## config.mk

```make
export PLATFORM = sky130hd
export DESIGN_NAME = cpu_stat_ctrl
export DESIGN_NICKNAME = d
export VERILOG_FILES = /design/src/rtl/cpu_stat_pkg.sv /design/src/rtl/tick_timeout.sv /design/src/rtl/suspend_seq.sv /design/src/rtl/cpu_stat_ctrl.sv
export SDC_FILE = /design/constraint.sdc
export NUM_CORES = 1
export LEC_CHECK = 0
export CELL_PAD_IN_SITES_DETAIL_PLACEMENT = 1
export CELL_PAD_IN_SITES_GLOBAL_PLACEMENT = 2
export CORE_AREA = 2 2 49 86
export DETAILED_ROUTE_END_ITERATION = 10
export DIE_AREA = 0 0 51 88
export PLACE_DENSITY = 0.84
export SLEW_MARGIN = 20
export SYNTH_ARGS = -nofsm -noshare
export SYNTH_HDL_FRONTEND = slang
export SYNTH_SLANG_ARGS = --single-unit
```

## constraint.sdc

```tcl
create_clock -name clk -period 3.45 [get_ports clk]
set_input_delay 0.69 -clock clk [delete_from_list [all_inputs] [get_ports clk]]
set_output_delay 0.69 -clock clk [all_outputs]
set_load 0.005 [all_outputs]
```

## src/rtl/cpu_stat_pkg.sv

```systemverilog
package cpu_stat_pkg;
   localparam int REG_W    = 8;
   localparam int BIT_RUN  = 0;
   localparam int BIT_RSVD = 1;
   localparam int BIT_IE   = 2;
   localparam int BIT_SUSP = 3;
   localparam int BIT_LVR  = 4;
   localparam int BIT_BUS  = 5;
   localparam int BIT_WDR  = 6;
   localparam int BIT_IRQ  = 7;

   typedef enum logic [1:0] {
      SQ_RUN   = 2'd0,
      SQ_STOP  = 2'd1,
      SQ_START = 2'd2
   } sq_state_t;
endpackage

```

## src/rtl/tick_timeout.sv

```systemverilog
// Counts timebase ticks while run is high; hit pulses on the LIMIT-th tick.
// ONE_SHOT=1 holds after the hit until clr; ONE_SHOT=0 restarts from zero.
module tick_timeout #(
   parameter int LIMIT    = 4,
   parameter bit ONE_SHOT = 1'b0
) (
   input  logic clk,
   input  logic rst_n,
   input  logic tick,
   input  logic run,
   input  logic clr,
   output logic hit
);
   localparam int CW = (LIMIT < 2) ? 1 : $clog2(LIMIT);
   localparam logic [CW-1:0] LAST = CW'(LIMIT - 1);

   if (LIMIT < 2) begin : g_bad_limit
      $error("tick_timeout: LIMIT must be at least 2");
   end

   logic [CW-1:0] cnt_q;
   logic          done;
   logic          adv;
   logic          at_last;

   assign at_last = (cnt_q == LAST);
   assign adv     = tick && run && !clr && !done;
   assign hit     = adv && at_last;

   always_ff @(posedge clk or negedge rst_n) begin
      if (!rst_n)       cnt_q <= '0;
      else if (clr)     cnt_q <= '0;
      else if (adv)     cnt_q <= at_last ? '0 : cnt_q + 1'b1;
   end

   if (ONE_SHOT) begin : g_one_shot
      logic done_q;
      always_ff @(posedge clk or negedge rst_n) begin
         if (!rst_n)    done_q <= 1'b0;
         else if (clr)  done_q <= 1'b0;
         else if (hit)  done_q <= 1'b1;
      end
      assign done = done_q;
   end else begin : g_periodic
      assign done = 1'b0;
   end
endmodule

```

## src/rtl/suspend_seq.sv

```systemverilog
// Suspend entry, clock stop and wake-with-startup-delay sequencer.
module suspend_seq
   import cpu_stat_pkg::*;
#(
   parameter int START_TICKS = 8
) (
   input  logic clk,
   input  logic rst_n,
   input  logic tick,
   input  logic enter,
   input  logic wake,
   input  logic wdr,
   output logic clk_stop,
   output logic suspended
);
   sq_state_t state_q, state_d;
   logic      start_done;
   logic      in_start;

   assign in_start = (state_q == SQ_START);

   tick_timeout #(.LIMIT(START_TICKS), .ONE_SHOT(1'b1)) u_start_dly (
      .clk   (clk),
      .rst_n (rst_n),
      .tick  (tick),
      .run   (in_start),
      .clr   (!in_start || wdr),
      .hit   (start_done)
   );

   always_comb begin
      state_d = state_q;
      unique case (state_q)
         SQ_RUN:   if (enter)      state_d = SQ_STOP;
         SQ_STOP:  if (wake)       state_d = SQ_START;
         SQ_START: if (start_done) state_d = SQ_RUN;
         default:                  state_d = SQ_RUN;
      endcase
      if (wdr) state_d = SQ_RUN;
   end

   always_ff @(posedge clk or negedge rst_n) begin
      if (!rst_n) state_q <= SQ_RUN;
      else        state_q <= state_d;
   end

   assign clk_stop  = (state_q == SQ_STOP);
   assign suspended = (state_q != SQ_RUN);

   // a wake seen with the clock stopped releases the clock request next cycle
   p_wake_exit_r5: assert property (@(posedge clk) disable iff (!rst_n)
      (clk_stop && wake && !wdr) |=> !clk_stop)
      else $error("wake did not release clock stop");

   // entry from run always passes through the stopped state
   p_enter_stop_r4: assert property (@(posedge clk) disable iff (!rst_n)
      (!suspended && enter && !wdr) |=> clk_stop)
      else $error("suspend entry did not stop the clock");
endmodule

```

## src/rtl/cpu_stat_ctrl.sv

```systemverilog
module cpu_stat_ctrl
   import cpu_stat_pkg::*;
#(
   parameter int WDT_TICKS         = 63,
   parameter int QUAL_TICKS        = 2,
   parameter int START_TICKS       = 8,
   parameter bit WDT_HOLD_IN_SLEEP = 1'b1
) (
   input  logic             clk,
   input  logic             por_n,
   input  logic             tick,
   input  logic             wr_en,
   input  logic [REG_W-1:0] wr_data,
   output logic [REG_W-1:0] rd_data,
   input  logic             halt_stb,
   input  logic             di_stb,
   input  logic             ei_stb,
   input  logic             reti_stb,
   input  logic             wdt_kick,
   input  logic             bus_cond,
   input  logic             irq_req,
   input  logic             irq_take,
   input  logic             wake_irq,
   input  logic             wake_bus,
   output logic             cpu_halt,
   output logic             clk_stop_req
);
   if (REG_W != 8) begin : g_bad_width
      $error("cpu_stat_ctrl: register must be 8 bits wide");
   end

   logic run_q, ie_q, lvr_q, bus_q, wdr_q, irq_q;
   logic wdt_hit, bus_set, suspended, wdt_run;
   logic unused_wr_bits;

   assign unused_wr_bits = ^{wr_data[BIT_IRQ], wr_data[BIT_IE], wr_data[BIT_RSVD]};

   if (WDT_HOLD_IN_SLEEP) begin : g_wdt_hold
      assign wdt_run = !clk_stop_req;
      // no watchdog expiry while the clock is stopped
      p_no_wdr_sleep_r7: assert property (@(posedge clk) disable iff (!por_n)
         clk_stop_req |-> !wdt_hit)
         else $error("watchdog expired with clock stopped");
   end else begin : g_wdt_free
      assign wdt_run = 1'b1;
   end

   tick_timeout #(.LIMIT(WDT_TICKS), .ONE_SHOT(1'b0)) u_wdt (
      .clk   (clk),
      .rst_n (por_n),
      .tick  (tick),
      .run   (wdt_run),
      .clr   (wdt_kick),
      .hit   (wdt_hit)
   );

   tick_timeout #(.LIMIT(QUAL_TICKS), .ONE_SHOT(1'b1)) u_bus_qual (
      .clk   (clk),
      .rst_n (por_n),
      .tick  (tick),
      .run   (bus_cond),
      .clr   (!bus_cond),
      .hit   (bus_set)
   );

   suspend_seq #(.START_TICKS(START_TICKS)) u_susp (
      .clk       (clk),
      .rst_n     (por_n),
      .tick      (tick),
      .enter     (wr_en && wr_data[BIT_SUSP]),
      .wake      (wake_irq || wake_bus),
      .wdr       (wdt_hit),
      .clk_stop  (clk_stop_req),
      .suspended (suspended)
   );

   always_ff @(posedge clk or negedge por_n) begin
      if (!por_n) begin
         run_q <= 1'b1;
         ie_q  <= 1'b0;
         lvr_q <= 1'b1;
         bus_q <= 1'b0;
         wdr_q <= 1'b0;
         irq_q <= 1'b0;
      end else if (wdt_hit) begin
         run_q <= 1'b1;
         ie_q  <= 1'b0;
         wdr_q <= 1'b1;
         irq_q <= 1'b0;
         bus_q <= bus_q || bus_set;
      end else begin
         if (halt_stb || (wr_en && !wr_data[BIT_RUN])) run_q <= 1'b0;
         if (di_stb)                      ie_q <= 1'b0;
         else if (ei_stb || reti_stb)     ie_q <= 1'b1;
         if (wr_en && !wr_data[BIT_LVR])  lvr_q <= 1'b0;
         if (wr_en && !wr_data[BIT_WDR])  wdr_q <= 1'b0;
         if (bus_set)                     bus_q <= 1'b1;
         else if (wr_en && !wr_data[BIT_BUS]) bus_q <= 1'b0;
         if (irq_take)                    irq_q <= 1'b0;
         else if (irq_req && !ie_q)       irq_q <= 1'b1;
      end
   end

   always_comb begin
      rd_data           = '0;
      rd_data[BIT_RUN]  = run_q;
      rd_data[BIT_IE]   = ie_q;
      rd_data[BIT_SUSP] = suspended;
      rd_data[BIT_LVR]  = lvr_q;
      rd_data[BIT_BUS]  = bus_q;
      rd_data[BIT_WDR]  = wdr_q;
      rd_data[BIT_IRQ]  = irq_q;
   end

   assign cpu_halt = !run_q || suspended;

   // run stays clear until a reset
   p_run_sticky_r2: assert property (@(posedge clk) disable iff (!por_n)
      (!rd_data[BIT_RUN] && !wdt_hit) |=> !rd_data[BIT_RUN])
      else $error("run bit set without reset");

   // a halt strobe stops the CPU
   p_halt_stop_r2: assert property (@(posedge clk) disable iff (!por_n)
      (halt_stb && !wdt_hit) |=> cpu_halt)
      else $error("halt strobe did not halt");

   // disable clears the enable sense
   p_di_clears_r3: assert property (@(posedge clk) disable iff (!por_n)
      di_stb |=> !rd_data[BIT_IE])
      else $error("interrupt disable ignored");

   // a stopped clock implies a halted CPU and a visible suspend flag
   p_stop_halts_r4: assert property (@(posedge clk) disable iff (!por_n)
      clk_stop_req |-> (cpu_halt && rd_data[BIT_SUSP]))
      else $error("clock stopped while CPU not halted");

   // watchdog load value, with both cause bits kept
   p_wdr_value_r6: assert property (@(posedge clk) disable iff (!por_n)
      wdt_hit |=> (((rd_data & 8'hCF) == 8'h41)
                   && (rd_data[BIT_LVR] == $past(rd_data[BIT_LVR]))
                   && (rd_data[BIT_BUS] || !$past(rd_data[BIT_BUS]))))
      else $error("wrong value after watchdog expiry");

   // a qualified bus event is visible on the next cycle
   p_bus_set_r8: assert property (@(posedge clk) disable iff (!por_n)
      bus_set |=> rd_data[BIT_BUS])
      else $error("bus event lost");

   // writing 1 to a cause bit keeps it
   p_wr_keeps_r9: assert property (@(posedge clk) disable iff (!por_n)
      (wr_en && wr_data[BIT_LVR] && !wdt_hit) |=> (rd_data[BIT_LVR] == $past(rd_data[BIT_LVR])))
      else $error("cause bit changed by writing 1");

   // the interrupt entry sequence clears pending
   p_irq_take_r10: assert property (@(posedge clk) disable iff (!por_n)
      irq_take |=> !rd_data[BIT_IRQ])
      else $error("pending not cleared by take");
endmodule

```

* After elaboration in Yosys (flattened, before gate mapping)
Index checks and enable logic that the tools add are counted.
Cells by class: add/sub/neg operators 3, eq/ne operators 9, multiplexer cells 31, bitwise gates (word level) 1, reductions and logical operators 47
Operators by type and width (count):
- two-way mux 1 bit | 20
- two-way mux 6 bit | 3
- logical AND 1 bit | 17
- logical NOT 1 bit | 12
- nonzero test 2 bit | 6
- two-way mux 3 bit | 3
- != test 3 x 1 -> 1 bit (second input constant) | 3
- nonzero test 3 bit | 3
- two-way mux 2 bit | 4
- adder 6 x 1 -> 6 bit (second input constant) | 1
- equality test 6 bit (second input constant) | 1
- logical OR 1 bit | 6
- case mux 2 bit (3 select lines) | 1
- != test 2 x 1 -> 1 bit (second input constant) | 2
- adder 3 x 1 -> 3 bit (second input constant) | 1
- equality test 3 bit (second input constant) | 1
- AND reduction 3 bit | 1
- equality test 2 x 1 -> 1 bit (second input constant) | 1
- equality test 2 bit (second input constant) | 1
- logical NOT 2 bit | 1
- AND reduction 2 bit | 1
- adder 1 bit (second input constant) | 1
- inverter 1 bit | 1
Storage, ports and cells: bits in registers 20, bits of input ports 22, output and inout port bits 10, word-level logic and storage cells 103

* Logic depth before layout (Yosys ltp)
Gate-level depths: netlist of run 1.
depth in word-level cells 13, gate-level depth with buffers 6, mapped depth without buffers 6

* Hierarchy
A second synthesis of run 1 with hierarchy kept.
Second synthesis, totals: cell total of the unflattened synthesis 117, area, all modules 1178.6 um2
By module, submodules not included:
- tick_timeout (u_wdt) | times used 1, cells an instance 40, area an instance 365.4 um2
- cpu_stat_ctrl | times used 1, cells an instance 35, area an instance 339.1 um2
- tick_timeout (u_susp.u_start_dly) | times used 1, cells an instance 20, area an instance 239.0 um2
- suspend_seq | times used 1, cells an instance 12, area an instance 121.4 um2
- tick_timeout (u_bus_qual) | times used 1, cells an instance 10, area an instance 113.9 um2

* Worst setup path before layout of run 1
OpenSTA, ideal clock, no wires.
path kind in2reg, start point input tick, end point register u_wdt.cnt_q[5], setup time 0.077 ns, arrival 1.540 ns, path slack 1.832 ns, stages on the path 4, path buffers 1, cells stage by stage buf_2 -> nand2_4 -> or4_1 -> a21oi_1
Between the ends: cells in the longest elaborated chain, start to end 3
Ends and longest elaborated chain:
- start, declared | line cpu_stat_ctrl.sv:11 | input logic tick,
- logical AND 1 bit (2 in a row) | line tick_timeout.sv:27 | assign adv = tick && run && !clr && !done;
- nonzero test 2 bit (no source line)
- end signal, assigned | line tick_timeout.sv:33 | else if (adv) cnt_q <= at_last ? '0 : cnt_q + 1'b1;
- end, declared | line tick_timeout.sv:21 | logic [CW-1:0] cnt_q;
Every way passes these cells. A chain may end at the register's enable or synchronous reset.

* Final worst setup path of run 1
start point register u_susp.state_q[1], end point output clk_stop_req
Between the ends: cells in the longest elaborated chain, start to end 1
Ends and longest elaborated chain:
- start, declared | line suspend_seq.sv:16 | sq_state_t state_q, state_d;
- start signal, assigned | line suspend_seq.sv:44 | else state_q <= state_d;
- equality test 2 x 1 -> 1 bit | line suspend_seq.sv:47 | assign clk_stop = (state_q == SQ_STOP);
- end, declared | line cpu_stat_ctrl.sv:26 | output logic clk_stop_req
Every way passes these cells.

==> results of run 1 <==
==> cell usage after synthesis (2+ instances only) <==
| cell | instances | area, µm² |
|---|---|---|
| buf_4 | 9 | 67.6 |
| o21ai_0 | 2 | 10.0 |
| nand2_1 | 5 | 18.8 |
| dfstp_2 | 2 | 52.6 |
| ha_1 | 4 | 50.1 |
| a21oi_1 | 10 | 50.1 |
| a31oi_1 | 2 | 12.5 |
| inv_1 | 9 | 33.8 |
| nor2_1 | 8 | 30.0 |
| nand2b_1 | 4 | 25.0 |
| dfrtp_1 | 18 | 450 |
| nand3_1 | 4 | 20.0 |
| or3_1 | 3 | 18.8 |
| nor3_1 | 5 | 25.0 |
==> power groups by stage <==
| stage | clock [µW] | sequential [µW] | combinational (µW) |
|---|---|---|---|
| global route | 172 | 283 | 165 |
| floorplan | 0 | 278 | 95.0 |
| CTS | 165 | 279 | 149 |
| global placement | 0 | 281 | 140 |
| finish | 158 | 279 | 145 |
| detailed placement | 0 | 284 | 147 |
==> cell usage in the layout (no fill, tap or decap), drive strengths merged, types with 2 or more instances in the layout <==
cell type	n
ha	4
clkdlybuf4s50	27
clkbuf	4
nand3	5
inv	9
o21ai	2
a21oi	10
nand2b	5
dfrtp	18
and3	2
nand2	6
nor3	6
a31oi	2
nor2	8
dfstp	2
or3	3
==> worst max-delay path by stage <==
stage	endpoint	slack [ns]	cells after the start
final	clk_stop_req	1.32	3
after global routing	clk_stop_req	1.26	3
after CTS	clk_stop_req	1.31	3
after detailed placement	u_wdt.cnt_q[5]	1.14	4
after global placement	u_wdt.cnt_q[5]	1.21	4
after floorplan	u_wdt.cnt_q[5]	1.83	4
==> logic make-up after synthesis <==
logic type | after synthesis
multiplexers | 1
AND/OR/NAND/NOR | 43
other | 1
XOR/XNOR | 1
AO/OA/AOI/OAI | 22
buffers and inverters | 19
adder cells (fa/ha/maj) | 4
flip-flops | 20
==> final cells by class <==
class                   instances  area [µm²]  share of cell area
flip-flops and latches         20         503               0.358
multi-input cells              72         493               0.351
repair buffers                 27         270               0.192
inverters                       9        33.8              0.0240
clock buffers                   4        45.0              0.0321
well taps                      48        60.1              0.0427
==> metrics by stage <==
step | cell area [µm²] | utilization | cells | worst slack, ns
global route | 1410 | 0.371 | 180 | 1.26
detailed placement | 1360 | 0.359 | 176 | 1.14
CTS | 1410 | 0.371 | 180 | 1.31
global placement | 1360 | 0.359 | 176 | 1.21
floorplan | 1100 | - | 111 | 1.83
finish | 1410 | 0.371 | 180 | 1.32
==> per-layer routing <==
metal	share of wire	GRT usage	vias up
li1	-	-	417
met1	0.37	0.126	424
met5	0	0	-
met3	0.048	0.0273	5
met2	0.56	0.254	26
met4	0.021	0.0614	0
==> registers in the layout (all words and copies together) (netlist names) <==
register and count:
bus_q 1, ie_q 1, irq_q 1, lvr_q 1
run_q 1, u_bus_qual.at_last 1, u_bus_qual.done 1, u_susp.state_q 2
u_susp.u_start_dly.cnt_q 3, u_susp.u_start_dly.done 1, u_wdt.cnt_q 6, wdr_q 1
==> run summary, run 1 <==
N_diodes: 0
Synthesized area: 0.00110 mm²
Slowest-stage cell, CP: clkdlybuf4s50_1
H-tree depth: 1
Cells after Synth: 111
Initial Util: 0.291
GRT Total Usage: 0.131
Sum of negative setup slack: 0 ns
Final Hold Vio Count: 0
Crit path kind: reg -> out
Largest net degree at the start of global routing: 21
Row Count: 30
Number of register bits inferred by synthesis: 20
Clock sink total: 20
Clock power share: 0.272
Post-route ant nets: 0
Avg Inst Size Synth: 9.93 µm²
Routed vias: 872
Hold buffers post-CTS: 0
Unique masters post-synth: 40
Xor and xnor area share after synthesis: 0.00795
Hold path startpoint: lvr_q
RSZ-0062 raised after global routing: false
Clk slew on worst S/H paths: 0.06 ns
Arrival @ worst endpoint: 1.44 ns
Worst Max-Slew Pin Slew: 0.912 ns
Die ar.: 0.00449 mm²
Worst slew margin relative to its limit: 0.390
Sw Share: 0.283
Comb pwr share: 0.249
Leakage: 0.000597 µW
Synth Area in Adders: 0.0454
R2R Path End: u_susp.state_q[1]
Gpl congestion: 0.785
Share of cells above drive strength 1: 0.0833
DRC: 0
Synth Area in Simple Gates: 0.247
HP Class: reg -> reg
Sw Pwr: 165 µW
Register-to-register setup slack: 1.79 ns
Final Setup Violations: 0
DRT iter0 DRCs: 1
Initial antenna violation count: 0
Max Buffers Root-to-Sink: 2
Slew Viols, Final: 0
CTS Buf Count: 3
Synth Warn #: 0
Ys async rst share: 1.00
Input/output buffers: 27
First-pass GRT wire length: 4.43 mm
WP buf/inv: 2
Critical-path maximum fanout: 6
Post-cts resize count: 0
Setup crit start: u_susp.state_q[1]
Detailed Place HPWL: 2.02 mm
Status: finished clean
Mux cell area share after synthesis: 0.00908
Max Clock Skew: 0.00827 ns
Power Total: 582 µW
Crit path cell chain: nand2b_4 > inv_1 > clkdlybuf4s50_1
Fmax: 470 MHz
Pwr per Cell Area: 414 mW/mm²
Final wirelength: 2.49 mm
Post-synthesis sequential area ratio: 0.456
Compound-Gate Fraction of Synth Area: 0.134
Critical path's top delay family: buffers and inverters
Number of synthesized flops with an enable pin: 0
Wire per inst: 13.9 µm
Syn nets: 137
Die Y: 88 µm
CP peak stage delay: 0.50 ns
Min Hold Slack: 0.457 ns
Worst endpoint required time: 2.76 ns
Critical path launch point type: flip-flop
Layout net count: 159
CTS tree: yes
Router iterations before antenna repair: 3
Die width: 51 µm
Critical R2R Launch: u_wdt.cnt_q[0]
Hold Crit Depth: 1
Crit path time final: 2.13 ns
GR Overflow Total: 0
Sequential share of power: 0.479
Fill count: 440
Worst VDD drop: 0.000150 V
Top FF cell, synth: dfrtp_1
Vias per inst: 4.84
Internal: 418 µW
Largest family of logic cells by synthesized area: simple AND/OR/NAND/NOR gates
Layout area overhead: 27.5%
Setup Fix Bufs, Post-CTS: 0
I/O pin cnt: 32
Hold Crit Endpoint: lvr_q
Depth of the worst register-to-register path: 5
Worst-Skew Late Latency: 0.26 ns
Vias in the first global route: 993
Core area: 0.00379 mm²
Final worst-path cycle share: 0.616
Max_cap viols: 0
Worst Setup End Kind: output port
Clock root cell: clkbuf_8
(Power assumes the default switching activity.)
==> inputs of run 2 (changes only) <==
--- a/config.mk
+++ b/config.mk
@@ -7,10 +7,10 @@
 export LEC_CHECK = 0
 export CELL_PAD_IN_SITES_DETAIL_PLACEMENT = 1
 export CELL_PAD_IN_SITES_GLOBAL_PLACEMENT = 2
-export CORE_AREA = 2 2 49 86
+export CORE_AREA = 2 2 54 93
 export DETAILED_ROUTE_END_ITERATION = 10
-export DIE_AREA = 0 0 51 88
-export PLACE_DENSITY = 0.84
+export DIE_AREA = 0 0 56 95
+export PLACE_DENSITY = 0.75
 export SLEW_MARGIN = 20
 export SYNTH_ARGS = -nofsm -noshare
 export SYNTH_HDL_FRONTEND = slang
==> constraint.sdc (replaced) <==
create_clock -name clk -period 1.8 [get_ports clk]
set_input_delay 0.36 -clock clk [delete_from_list [all_inputs] [get_ports clk]]
set_output_delay 0.36 -clock clk [all_outputs]
set_load 0.005 [all_outputs]
==> run 2 against run 1 <==
  * Clock skew shrank 0.0060 ns
  * Non-clock buffer count grew 8
  * Clock power grew 89%
  * Critical endpoint is now cpu_halt
  * Largest power group unchanged
==> run summary, run 2 (synthesized netlist as in run 1, its figures left out) <==
Status: finished clean
Input/output buffers: 27 (unchanged)
Worst VDD drop: 0.000416 V (+180%)
Fmax: 584 MHz
Biggest registers after layout: u_wdt.cnt_q x6, u_susp.u_start_dly.cnt_q x3, u_susp.state_q x2
Layout area overhead: 33.5%
RSZ-0062 raised after global routing: false
Gpl congestion: 0.714 (-9.1%)
Slew Viols, Final: 0 (unchanged)
Commonest non-fill, non-tap cell in the layout: clkdlybuf4s50_1
Min Hold Slack: 0.441 ns (-0.0166 ns)
Core area: 0.00462 mm² (+22%)
CTS tree: yes
GR Overflow Total: 0 (unchanged)
Most frequent cells in the layout: 26 x clkdlybuf4s50_1, 18 x dfrtp_1, 10 x a21oi_1, 9 x inv_1, 8 x buf_4
Row Count: 33 (+10%)
Final Setup Violations: 0 (unchanged)
Setup WS pre-CTS: -0.0438 ns (-1.18 ns)
Critical path launch point type: flip-flop
Die Y: 95 µm (+8.0%)
Final wirelength: 2.62 mm (+5.1%)
Arrival @ worst endpoint: 1.35 ns (-0.09 ns)
DRT iter0 DRCs: 9 (+8)
H-tree depth: 1 (unchanged)
CTS Buf Count: 3 (unchanged)
Die ar.: 0.00532 mm² (+19%)
Max Buffers Root-to-Sink: 2 (unchanged)
DRC: 0 (unchanged)
Power Total: 1150 µW (+98%)
Layout net count: 167 (+5.0%)
Initial antenna violation count: 0 (unchanged)
Clock root cell: clkbuf_8
Placed cells: 187 (+6.3%)
Vias in the first global route: 990 (-0.30%)
GRT Total Usage: 0.105 (-0.0261)
Final worst-path cycle share: 0.952
First-pass GRT wire length: 4.51 mm (+1.7%)
Biggest register: u_wdt.cnt_q
Initial Util: 0.238 (-0.0524)
Critical-path maximum fanout: 3 (-3)
Crit path time final: 1.71 ns
Crit path kind: reg -> out
Area after DPL: 0.00142 mm² (+4.2%)
Clock sink total: 20 (unchanged)
HP Class: in -> async
Vias per inst: 4.63 (-4.4%)
Leakage: 0.000641 µW (+7.4%)
Detailed Place HPWL: 2.17 mm (+7.5%)
Fill count: 553 (+26%)
Share of cells above drive strength 1: 0.143 (+0.0595)
Final Hold Vio Count: 0 (unchanged)
N_diodes: 0 (unchanged)
Pwr per Cell Area: 783 mW/mm² (+89%)
Worst-Skew Late Latency: 0.25 ns (about the same)
I/O pin cnt: 32 (unchanged)
Max_cap viols: 0 (unchanged)
Router iterations before antenna repair: 3 (unchanged)
Worst endpoint required time: 1.44 ns (-1.32 ns)
Wire per inst: 13.6 µm (-1.5%)
Hold buffers post-CTS: 0 (unchanged)
Routed vias: 889 (+1.9%)
Largest net degree at the start of global routing: 21 (unchanged)
Die width: 56 µm (+9.8%)
Clk slew on worst S/H paths: 0.07 ns (about the same)
Post-route ant nets: 0 (unchanged)
Final Non-Filler Cells: 192 (+6.7%)
Largest register FFs: 6 (unchanged)
Final worst setup slack: 0.0867 ns (-1.24 ns)
Worst Setup End Kind: output port
Max Clock Skew: 0.00229 ns (-0.00598 ns)
Design Area, Final: 0.00147 mm² (+4.7%)
==> run 2: cell types whose count changed in the layout (fill, tap and decap cells not counted), sizes merged <==
cell and change:
dlygate4sd2 +1, clkdlybuf4s50 -1, buf +8
==> run 2: metrics by stage <==
stage          setup TNS (ns)  utilization
2_1_floorplan               0            -
3_3_place_gp                0        0.307
3_5_place_dp          -0.0750        0.307
4_1_cts                     0        0.318
5_1_grt                     0        0.318
6_report                    0        0.318
==> run 2: cell type report <==
type / count / area (µm²) / share of cell area
Sequential cell: 20 / 503 / 0.342
Inverter: 9 / 33.8 / 0.0230
Tap cell: 52 / 65.1 / 0.0442
Clock buffer: 4 / 45.0 / 0.0306
Multi-Input combinational cell: 72 / 495 / 0.337
Timing Repair Buffer: 35 / 329 / 0.224
==> run 2: timing repair <==
item,in CTS,in global routing
resized for setup,1,1
setup endpoints to repair,1,2
buffers inserted,1,0
==> run 2: power by group <==
group | internal (µW) | leakage, µW | switching, µW
combinational | 182 | 0.000356 | 137
clock | 157 | 0.0000228 | 142
sequential | 492 | 0.000263 | 41.7
total | 831 | 0.000641 | 321
==> run 2: worst max-delay path, cell delays in order (launching register included) <==
cell and delay [ns]:
dfrtp_1 0.43, nor2_2 0.15, nand2_1 0.07, clkdlybuf4s50_1 0.45
==> run 2: worst paths after layout <==
check / startpoint / end / slack [ns] / cells after the start
max: u_susp.state_q[0] / cpu_halt / 0.09 / 3
min: por_n / u_wdt.cnt_q[1] / 0.44 / 2
max reg2reg: u_wdt.cnt_q[0] / u_wdt.cnt_q[1] / 0.20 / 5
min reg2reg: lvr_q / lvr_q / 0.47 / 1
max in group asynchronous: por_n / run_q / 1.09 / 2
min in group clk: lvr_q / lvr_q / 0.47 / 1
==> run 2: metal layers <==
layer / wire (µm) / track usage
met2: 1500 / 0.193
met3: 90 / 0.0247
met5: 0 / 0
met1: 1000 / 0.115
met4: 25 / 0.0377
